$ cat config.mk
export PLATFORM = sky130hd
export DESIGN_NAME = uart_xcvr
export DESIGN_NICKNAME = d
export VERILOG_FILES = /design/src/rtl/uart_xcvr_pkg.sv /design/src/rtl/uart_baud.sv /design/src/rtl/uart_tx.sv /design/src/rtl/uart_rx.sv /design/src/rtl/uart_xcvr.sv
export SDC_FILE = /design/constraint.sdc
export NUM_CORES = 1
export LEC_CHECK = 0
export CORE_MARGIN = 2
export CORE_UTILIZATION = 50
export CTS_BUF_LIST = sky130_fd_sc_hd__clkbuf_8
export DETAILED_ROUTE_END_ITERATION = 10
export PLACE_DENSITY_LB_ADDON = 0.1
export SYNTH_ARGS = -nofsm -noshare
export SYNTH_HDL_FRONTEND = slang
export SYNTH_SLANG_ARGS = --single-unit
$ cat constraint.sdc
create_clock -name clk -period 4 [get_ports clk]
set_clock_uncertainty 0.15 [all_clocks]
set_input_delay 1 -clock clk [delete_from_list [all_inputs] [get_ports clk]]
set_output_delay 1 -clock clk [all_outputs]
set_load 0.01 [all_outputs]
$ cat src/rtl/uart_xcvr_pkg.sv
package uart_xcvr_pkg;
  typedef enum logic [1:0] {
    RX_IDLE  = 2'd0,
    RX_START = 2'd1,
    RX_DATA  = 2'd2,
    RX_STOP  = 2'd3
  } rx_state_t;
endpackage

$ cat src/rtl/uart_baud.sv
// Sample tick from the overflow pulse and the shared divide-by-OVS counter.
module uart_baud #(
  parameter int OVS   = 16,
  parameter int CNT_W = $clog2(OVS)
) (
  input  logic             clk,
  input  logic             rst,
  input  logic             ovf_tick,
  input  logic             dbl_rate,
  input  logic             realign,
  output logic             samp_tick,
  output logic             roll,
  output logic [CNT_W-1:0] cnt
);
  localparam logic [CNT_W-1:0] LAST = CNT_W'(OVS - 1);

  logic half;

  assign samp_tick = ovf_tick & (dbl_rate | half);
  assign roll      = samp_tick & (cnt == LAST) & ~realign;

  always_ff @(posedge clk) begin
    if (rst) begin
      half <= 1'b0;
      cnt  <= '0;
    end else begin
      if (ovf_tick) half <= ~half;
      if (realign)        cnt <= '0;
      else if (samp_tick) cnt <= cnt + 1'b1;
    end
  end
endmodule

$ cat src/rtl/uart_tx.sv
// Transmit shifter; all bit changes happen on counter wraps.
module uart_tx #(
  parameter int DATA_W = 8
) (
  input  logic              clk,
  input  logic              rst,
  input  logic              roll,
  input  logic              wr,
  input  logic [DATA_W-1:0] wdata,
  input  logic              ti_clr,
  output logic              txd,
  output logic              ti
);
  localparam int BC_W = $clog2(DATA_W + 2);
  localparam logic [BC_W-1:0] STOP_IDX = BC_W'(DATA_W + 1);

  logic [DATA_W:0]   sh;
  logic [BC_W-1:0]   bcnt;
  logic              busy;
  logic              ti_set;

  assign ti_set = busy & roll & (bcnt == STOP_IDX);

  always_ff @(posedge clk) begin
    if (rst) begin
      txd  <= 1'b1;
      busy <= 1'b0;
      bcnt <= '0;
      sh   <= '0;
    end else if (wr && !busy) begin
      sh   <= {1'b1, wdata};
      busy <= 1'b1;
      bcnt <= '0;
    end else if (busy && roll) begin
      if (bcnt == '0) begin
        txd <= 1'b0;
      end else begin
        txd <= sh[0];
        sh  <= {1'b1, sh[DATA_W:1]};
      end
      bcnt <= bcnt + 1'b1;
      if (bcnt == STOP_IDX) busy <= 1'b0;
    end
  end

  always_ff @(posedge clk) begin
    if (rst)         ti <= 1'b0;
    else if (ti_set) ti <= 1'b1;
    else if (ti_clr) ti <= 1'b0;
  end
endmodule

$ cat src/rtl/uart_rx.sv
// Receiver: edge detect, mid-bit majority vote, frame assembly.
module uart_rx
  import uart_xcvr_pkg::*;
#(
  parameter int DATA_W = 8,
  parameter int OVS    = 16,
  parameter int CNT_W  = $clog2(OVS)
) (
  input  logic              clk,
  input  logic              rst,
  input  logic              samp_tick,
  input  logic [CNT_W-1:0]  cnt,
  input  logic              rxd,
  input  logic              rx_en,
  input  logic              ri_clr,
  output logic              realign,
  output logic              ri,
  output logic [DATA_W-1:0] rdata,
  output logic              stop_bit
);
  localparam logic [CNT_W-1:0] V0 = CNT_W'(OVS / 2 - 1);
  localparam logic [CNT_W-1:0] V1 = CNT_W'(OVS / 2);
  localparam logic [CNT_W-1:0] V2 = CNT_W'(OVS / 2 + 1);
  localparam int NB_W = $clog2(DATA_W);
  localparam logic [NB_W-1:0] NB_LAST = NB_W'(DATA_W - 1);

  rx_state_t         st;
  logic              s1, s2, prev;
  logic [1:0]        v;
  logic              decide, vbit, ri_set;
  logic [DATA_W-1:0] sh;
  logic [NB_W-1:0]   nb;

  assign realign = samp_tick & (st == RX_IDLE) & rx_en & prev & ~s2;
  assign decide  = samp_tick & (cnt == V2) & (st != RX_IDLE);
  assign vbit    = (v[0] & v[1]) | (v[0] & s2) | (v[1] & s2);
  assign ri_set  = decide & (st == RX_STOP) & ~ri;

  always_ff @(posedge clk) begin
    if (rst) begin
      s1   <= 1'b1;
      s2   <= 1'b1;
      prev <= 1'b1;
      v    <= '0;
    end else begin
      s1 <= rxd;
      s2 <= s1;
      if (samp_tick) begin
        prev <= s2;
        if (cnt == V0) v[0] <= s2;
        if (cnt == V1) v[1] <= s2;
      end
    end
  end

  always_ff @(posedge clk) begin
    if (rst) begin
      st       <= RX_IDLE;
      sh       <= '0;
      nb       <= '0;
      rdata    <= '0;
      stop_bit <= 1'b0;
    end else if (realign) begin
      st <= RX_START;
    end else if (decide) begin
      unique case (st)
        RX_START: begin
          st <= vbit ? RX_IDLE : RX_DATA;
          nb <= '0;
        end
        RX_DATA: begin
          sh <= {vbit, sh[DATA_W-1:1]};
          nb <= nb + 1'b1;
          if (nb == NB_LAST) st <= RX_STOP;
        end
        RX_STOP: begin
          if (!ri) begin
            rdata    <= sh;
            stop_bit <= vbit;
          end
          st <= RX_IDLE;
        end
        default: st <= RX_IDLE;
      endcase
    end
  end

  always_ff @(posedge clk) begin
    if (rst)         ri <= 1'b0;
    else if (ri_set) ri <= 1'b1;
    else if (ri_clr) ri <= 1'b0;
  end
endmodule

$ cat src/rtl/uart_xcvr.sv
module uart_xcvr #(
  parameter int DATA_W = 8,
  parameter int OVS    = 16
) (
  input  logic              clk,
  input  logic              rst,
  input  logic              ovf_tick,
  input  logic              dbl_rate,
  input  logic              tx_wr,
  input  logic [DATA_W-1:0] wr_data,
  input  logic              ti_clr,
  input  logic              rx_en,
  input  logic              ri_clr,
  input  logic              rxd,
  output logic              txd,
  output logic              ti,
  output logic              ri,
  output logic [DATA_W-1:0] rd_data,
  output logic              rx_stop
);
  localparam int CNT_W = $clog2(OVS);

  logic             samp_tick;
  logic             roll;
  logic             realign;
  logic [CNT_W-1:0] cnt;

  uart_baud #(.OVS(OVS), .CNT_W(CNT_W)) u_baud (
    .clk(clk), .rst(rst), .ovf_tick(ovf_tick), .dbl_rate(dbl_rate),
    .realign(realign), .samp_tick(samp_tick), .roll(roll), .cnt(cnt)
  );

  uart_tx #(.DATA_W(DATA_W)) u_tx (
    .clk(clk), .rst(rst), .roll(roll), .wr(tx_wr), .wdata(wr_data),
    .ti_clr(ti_clr), .txd(txd), .ti(ti)
  );

  uart_rx #(.DATA_W(DATA_W), .OVS(OVS), .CNT_W(CNT_W)) u_rx (
    .clk(clk), .rst(rst), .samp_tick(samp_tick), .cnt(cnt), .rxd(rxd),
    .rx_en(rx_en), .ri_clr(ri_clr), .realign(realign), .ri(ri),
    .rdata(rd_data), .stop_bit(rx_stop)
  );
endmodule

==> PnR_summary.wiki, run 1 <==
{| class="wikitable"
! Metric !! Value
|-
| P_int || 653 uW
|-
| Startpoint types || input pin
|-
| Antenna violations before repair || 0
|-
| Maximum number of pins on one net before global-route repair || 41
|-
| Share of the cycle needed by the critical path after routing || 76.7%
|-
| Largest buffer count on any clock path || 2
|-
| Data required, critical path || 4.05 ns
|-
| Sum of internal, switching and leakage power || 858 uW
|-
| Share of final-layout standard cells stronger than drive strength 1 || 9.36%
|-
| Fin worst setup slack || 0.933 ns
|-
| Die extent in x || 70.3 um
|-
| Overall Global Routing Usage || 17.0%
|-
| Detail-routed via count per cell || 5.21
|-
| First-pass GRT wire length || 6730 um
|-
| R2r setup slk || 1.55 ns
|-
| Starting Density || 51.2%
|-
| Proportion of power drawn by combinational gates || 7.4%
|-
| Setup TNS || 0 ns
|-
| Share of Yosys cell area claimed by the top area cell type || 44.6%
|-
| Initial DRC Count || 103
|-
| Areal power density over the cells || 333 nW/um2
|-
| Input/output buffers || 28
|-
| DRC violations left || 0
|-
| Routability Congestion || 0.783
|-
| Part of the total power dissipated in the clock network || 33.4%
|-
| Outcome || completed
|-
| Shortest clock period the worst path allows after layout || 3.07 ns
|-
| Worst slew margin || 54.3%
|-
| Max-cap viol count || 0
|-
| Peak supply drop || 237 uV
|-
| TritonRoute pass-1 iters || 4
|-
| CP Cell Sequence || clkdlybuf4s50_1 > o2111ai_1 > or4b_1 > a2111oi_2
|-
| H-tree depth || 2
|-
| Capturing point of the worst reg2reg path || u_tx.sh[5]
|-
| Synthesized net count || 270
|-
| Leakage power of the design || 1.01 nW
|-
| Final number of hold-violating endpoints || 0
|-
| CP bufs+invs || 1
|-
| Root Buffer Master || clkbuf_8
|-
| Die ar. || 4940 um2
|-
| Register area share after synthesis || 44.6%
|-
| Hold Path Stages || 1
|-
| Top-Level Pins || 29
|-
| Cts repair resizes || 0
|-
| Vias post-DR || 1662
|-
| Number of rows created at floorplan || 24
|-
| Clock latency on the worst-skew pair || 0.30 ns
|-
| Inserted Diodes || 0
|-
| Kind of path behind the tightest hold check || register to register
|-
| Worst Path Max Fanout || 17
|-
| Terminating pin of the worst hold path || u_rx.s2
|-
| Worst slack after detailed placement || 0.617 ns
|-
| Per-cell routed wire length || 12.1 um
|-
| Worst Reg-to-Reg Cells || 4
|-
| Yosys warns || 0
|-
| Std-Cell Core Area || 4290 um2
|-
| Signed area change from the synthesized netlist to the final layout || 17.2%
|-
| Average cell area after synthesis || 9.12 um2
|-
| Crit path DAT || 3.12 ns
|-
| Critical register-to-register path startpoint || u_baud.cnt[0]
|-
| Top area cells in the synthesized netlist || dfxtp_1, nor2_1, ha_1, mux2i_1, a2111oi_2
|-
| Area of the mapped netlist || 2200 um2
|-
| Final setup violation count || 0
|-
| Switching component of the power || 205 uW
|-
| Longest individual stage delay on the worst path || 0.93 ns
|-
| Congestion Overflow GR || 0
|-
| Actual slew at the worst max-slew pin || 0.685 ns
|-
| CTS buffer count || 5
|-
| Top Family by Delay on Critical Path || simple AND/OR/NAND/NOR gates
|-
| Net count, final || 295
|-
| Switching fraction of total power || 23.9%
|-
| Number of synthesized register bits || 49
|-
| Fin area || 2580 um2
|-
| Number of hold-repair buffers added at the cts stage || 0
|-
| Number of instances in the synthesized netlist || 241
|-
| Drt total wl || 3850 um
|-
| Post-DP HPWL || 2640 um
|-
| Max-slew violations || 0
|-
| Largest area contributor in the synthesized netlist || dfxtp_1
|-
| Clock tree sinks || 49
|-
| Highest Clock Rate || 0.326 GHz
|-
| Via count of the first global-routing pass || 1475
|-
| RSZ-0062 raised after global routing || no
|-
| Antenna Nets Post-Route || 0
|-
| Kind of critical path || input pin to register
|-
| Buffer count from post-CTS setup fixing || 0
|-
| CTS tree || built
|-
| Critical-path cell with the highest stage delay || or4b_1
|-
| Clock input transition at the sequential cells of the worst setup and hold paths || 0.08 ns
|-
| Worst setup EP type || register
|-
| Total placed instance area || 2490 um2
|-
| Height of the chip || 70.3 um
|-
| Relative contribution of sequential cells to total power || 59.2%
|-
| Post-synthesis cell type count || 35
|-
| Hold Path Origin || u_rx.s1
|}
-- logic make-up (layout without fill, tap and decap cells) --
kind of cell,after synthesis,count (layout),synth area share (%)
AND/OR/NAND/NOR,108,108,23.6
flip-flops,49,49,44.6
AO/OA/AOI/OAI,32,32,11.8
buffers and inverters,21,47,4.84
adder cells (fa/ha/maj),13,13,7.28
multiplexers,12,12,5.46
XOR/XNOR,6,6,2.39
-- metrics by stage --
stage	util (%)	hold slack [ns]	cells
finish	60.0	0.264	319
global route	60.0	0.280	319
CTS	60.0	0.266	319
detailed placement	58.0	0.245	311
global placement	58.0	0.258	311
floorplan	-	0.239	241
-- state kept, by name, indices dropped and copies added, names as in the netlist --
name,cells
u_baud.cnt,4
u_rx.ri,1
u_tx.bcnt,4
u_rx.s2,1
u_rx.v,2
u_baud.half,1
u_tx.txd,1
u_rx.sh,8
u_rx.st,2
u_rx.prev,1
u_tx.ti,1
u_tx.sh,9
u_rx.stop_bit,1
u_tx.busy,1
u_rx.rdata,8
u_rx.nb,3
u_rx.s1,1
-- power groups by stage --
stage	registers, mW	clock network [mW]	logic, mW
2_1_floorplan	0.517	0	0.0403
3_3_place_gp	0.520	0	0.0644
3_5_place_dp	0.519	0	0.0644
4_1_cts	0.508	0.297	0.0647
5_1_grt	0.510	0.315	0.0719
6_report	0.508	0.287	0.0637
-- metal layers --
metal | share of wire [%] | global-route usage (%) | wire (um)
met1 | 52 | 22.9 | 1980
met2 | 43 | 25.8 | 1660
met3 | 4.2 | 4.91 | 160
met4 | 1.2 | 6.41 | 48
met5 | 0 | 0 | 0
-- synthesized netlist by cell type (all sizes together) --
master    n
dfxtp    49
nor2     43
nand2    22
a21oi    18
nand3    13
ha       12
mux2i    12
a2111oi   8
clkbuf    8
inv       8
nor3      7
nand2b    6
buf       5
xnor2     4
nand4     3
nand4b    3
nor4      2
or2       2
or3b      2
xor2      2
a211oi    1
and2      1
and4b     1
and4bb    1
maj3      1
nor2b     1
o2111ai   1
o211a     1
o21a      1
o21ai     1
o221a     1
or4b      1
-- placed cells by master (no fill, tap or decap), drive strengths merged, types with 2 or more instances in the layout --
cell	count
xor2	2
nand2b	6
clkbuf	5
buf	3
xnor2	4
inv	8
a21oi	18
nand4b	3
nor4	2
nand3	13
nand2	22
ha	12
nand4	3
clkinv	2
dfxtp	49
nor3	7
a2111oi	8
or3b	2
or2	2
clkdlybuf4s50	28
mux2i	12
nor2	43
-- area by class of cell --
cell class	instances	area (um2)
clock buffers	5	68.8
clock inverters	3	17.5
fillers	413	1720
inverters	8	30.0
multi-input cells	171	1110
flip-flops and latches	49	981
well taps	52	65.1
repair buffers	31	303
-- worst max path at each step --
stage / slack (ns) / cells past startpoint / endpoint / startpoint
5_1_grt: 0.77 / 4 / u_tx.sh[7] / ovf_tick
6_report: 0.93 / 4 / u_tx.sh[5] / ovf_tick
4_1_cts: 0.93 / 4 / u_tx.sh[5] / ovf_tick
3_3_place_gp: 0.66 / 4 / u_tx.sh[6] / ovf_tick
3_5_place_dp: 0.62 / 4 / u_tx.sh[5] / ovf_tick
2_1_floorplan: 1.41 / 6 / u_tx.sh[3] / rx_en
(Power assumes the default switching activity.)
==> run 2: changes to the inputs <==
Clock period 4 ns to 3.2 ns, I/O delays scaled along.
==> PnR_summary.wiki, run 2 (same netlist as run 1, synthesis figures left out) <==
{| class="wikitable"
! Metric !! Value
|-
| Final setup violation count || 0
|-
| DRC violations left || 0
|-
| Clock tree sinks || 49
|-
| Terminating pin of the worst hold path || u_rx.s2
|-
| Capturing point of the worst reg2reg path || u_tx.sh[7]
|-
| Shortest clock period the worst path allows after layout || 2.64 ns
|-
| Data required, critical path || 3.25 ns
|-
| R2r setup slk || 0.98 ns
|-
| Worst slew margin || 65.6%
|-
| Detail-routed via count per cell || 5.22
|-
| Critical register-to-register path startpoint || u_baud.cnt[0]
|-
| Share of final-layout standard cells stronger than drive strength 1 || 10.4%
|-
| Drt total wl || 3960 um
|-
| Crit path DAT || 2.69 ns
|-
| Overall Global Routing Usage || 17.6%
|-
| Actual slew at the worst max-slew pin || 0.510 ns
|-
| Highest Clock Rate || 0.379 GHz
|-
| Max-slew violations || 0
|-
| Max-cap viol count || 0
|-
| Worst Reg-to-Reg Cells || 5
|-
| Clock latency on the worst-skew pair || 0.30 ns
|-
| Signed area change from the synthesized netlist to the final layout || 19.5%
|-
| Top-Level Pins || 29
|-
| Vias post-DR || 1680
|-
| Routability Congestion || 0.782
|-
| Net count, final || 298
|-
| Final number of hold-violating endpoints || 0
|-
| Registers with the most flip-flops || u_tx.sh x9, u_rx.rdata x8, u_rx.sh x8
|-
| Starting Density || 51.2%
|-
| CP Cell Sequence || clkdlybuf4s50_1 > o2111ai_1 > or4b_1 > buf_4 > a2111oi_2
|-
| Die ar. || 4940 um2
|-
| Proportion of power drawn by combinational gates || 7.0%
|-
| First-pass GRT wire length || 7010 um
|-
| Switching fraction of total power || 22.4%
|-
| TritonRoute pass-1 iters || 4
|-
| Largest register FFs || 9
|-
| Hold Path Stages || 1
|-
| Height of the chip || 70.3 um
|-
| H-tree depth || 2
|-
| Outcome || completed
|-
| FF+latch area || 981 um2
|-
| Number of hold-repair buffers added at the cts stage || 0
|-
| Leakage power of the design || 1.04 nW
|-
| Final Core Density || 61.2%
|-
| Share of the cycle needed by the critical path after routing || 82.5%
|-
| Std-Cell Core Area || 4290 um2
|-
| Part of the total power dissipated in the clock network || 38.3%
|-
| Clock input transition at the sequential cells of the worst setup and hold paths || 0.09 ns
|-
| Initial DRC Count || 89
|-
| Post-DP HPWL || 2790 um
|-
| Kind of critical path || input pin to register
|-
| Critical-path cell with the highest stage delay || or4b_1
|-
| Longest individual stage delay on the worst path || 0.58 ns
|-
| Largest buffer count on any clock path || 2
|-
| Kind of path behind the tightest hold check || register to register
|-
| Commonest non-fill, non-tap cell in the layout || dfxtp_1
|-
| Die extent in x || 70.3 um
|-
| Reg with most FFs || u_tx.sh
|-
| Per-cell routed wire length || 12.3 um
|-
| Antenna violations before repair || 0
|-
| Cts repair resizes || 0
|-
| Worst setup EP type || register
|-
| Startpoint types || input pin
|-
| Root Buffer Master || clkbuf_8
|-
| Congestion Overflow GR || 0
|-
| CTS tree || built
|-
| Number of rows created at floorplan || 24
|-
| Via count of the first global-routing pass || 1612
|-
| Buffer count from post-CTS setup fixing || 0
|-
| Count of fill cells added during filler insertion || 408
|-
| Maximum number of pins on one net before global-route repair || 31
|-
| Worst Path Max Fanout || 17
|-
| CP bufs+invs || 2
|-
| Area of combinational cells with multiple inputs || 1110 um2
|-
| RSZ-0062 raised after global routing || no
|-
| Commonest cells after routing, fill and taps aside || dfxtp_1, nor2_1, clkdlybuf4s50_1, nand2_1, a21oi_1
|-
| Areal power density over the cells || 441 nW/um2
|-
| Peak supply drop || 250 uV
|-
| Top Family by Delay on Critical Path || buffers and inverters
|-
| Hold Path Origin || u_rx.s1
|-
| P_int || 900 uW
|-
| Input/output buffers || 28
|-
| Final worst hold slack || 0.272 ns
|-
| CTS buffer count || 5
|-
| Setup TNS || 0 ns
|-
| Relative contribution of sequential cells to total power || 54.8%
|-
| Inserted Diodes || 0
|-
| Switching component of the power || 259 uW
|-
| Antenna Nets Post-Route || 0
|}
-- run 2: changes by cell type in the layout (fill, tap and decap cells not counted) --
cell       previous run  this run
bufinv_16             0         1
buf_4                 3         6
clkinv_2              2         0
clkinv_4              0         1
-- run 2: worst max-delay path by stage --
stage | startpoint | to | slack, ns | cells past startpoint
final | ovf_tick | u_tx.sh[7] | 0.56 | 5
after global routing | ovf_tick | u_tx.sh[2] | 0.46 | 5
after CTS | ovf_tick | u_tx.sh[7] | 0.55 | 5
after detailed placement | ovf_tick | u_tx.sh[7] | 0.24 | 5
after global placement | ovf_tick | u_tx.sh[6] | 0.28 | 5
after floorplan | rx_en | u_tx.sh[3] | 0.81 | 6
-- run 2: area by class of cell --
class,instances,area share (%)
Inverter,8,1.14
Clock inverter,3,1.76
Sequential cell,49,37.3
Tap cell,52,2.48
Timing Repair Buffer,34,12.4
Multi-Input combinational cell,171,42.3
Clock buffer,5,2.62
-- run 2: metal layers --
metal	wire (um)	up-vias	GRT usage [%]
met5	0	-	0
li1	-	879	-
met2	1840	34	28.2
met4	63	0	7.05
met3	158	6	4.47
met1	1900	761	22.5
-- run 2: stage by stage --
stage	instances	power (mW)	cell area (um2)	setup WS (ns)
finish	322	1.16	2630	0.559
CTS	322	1.18	2630	0.551
floorplan	241	0.697	2200	0.806
global placement	314	0.731	2510	0.279
global route	322	1.21	2630	0.460
detailed placement	314	0.732	2510	0.240
-- run 2: worst reg2reg max path: cells and delay by family, from the launching register on --
| kind | cells | cell delay, ns |
|---|---|---|
| buf+inv | 1 | 0.22 |
| fa+ha+maj | 1 | 0.20 |
| simple gates | 1 | 0.58 |
| flops | 1 | 0.42 |
| compound gates | 2 | 0.55 |
-- run 2: power groups by stage --
stage          Combinational, mW  Sequential, mW  Clock (mW)
6_report                  0.0811           0.635       0.444
4_1_cts                   0.0822           0.635       0.458
3_5_place_dp              0.0818           0.650           0
3_3_place_gp              0.0815           0.650           0
5_1_grt                   0.0916           0.638       0.485
2_1_floorplan             0.0503           0.647           0
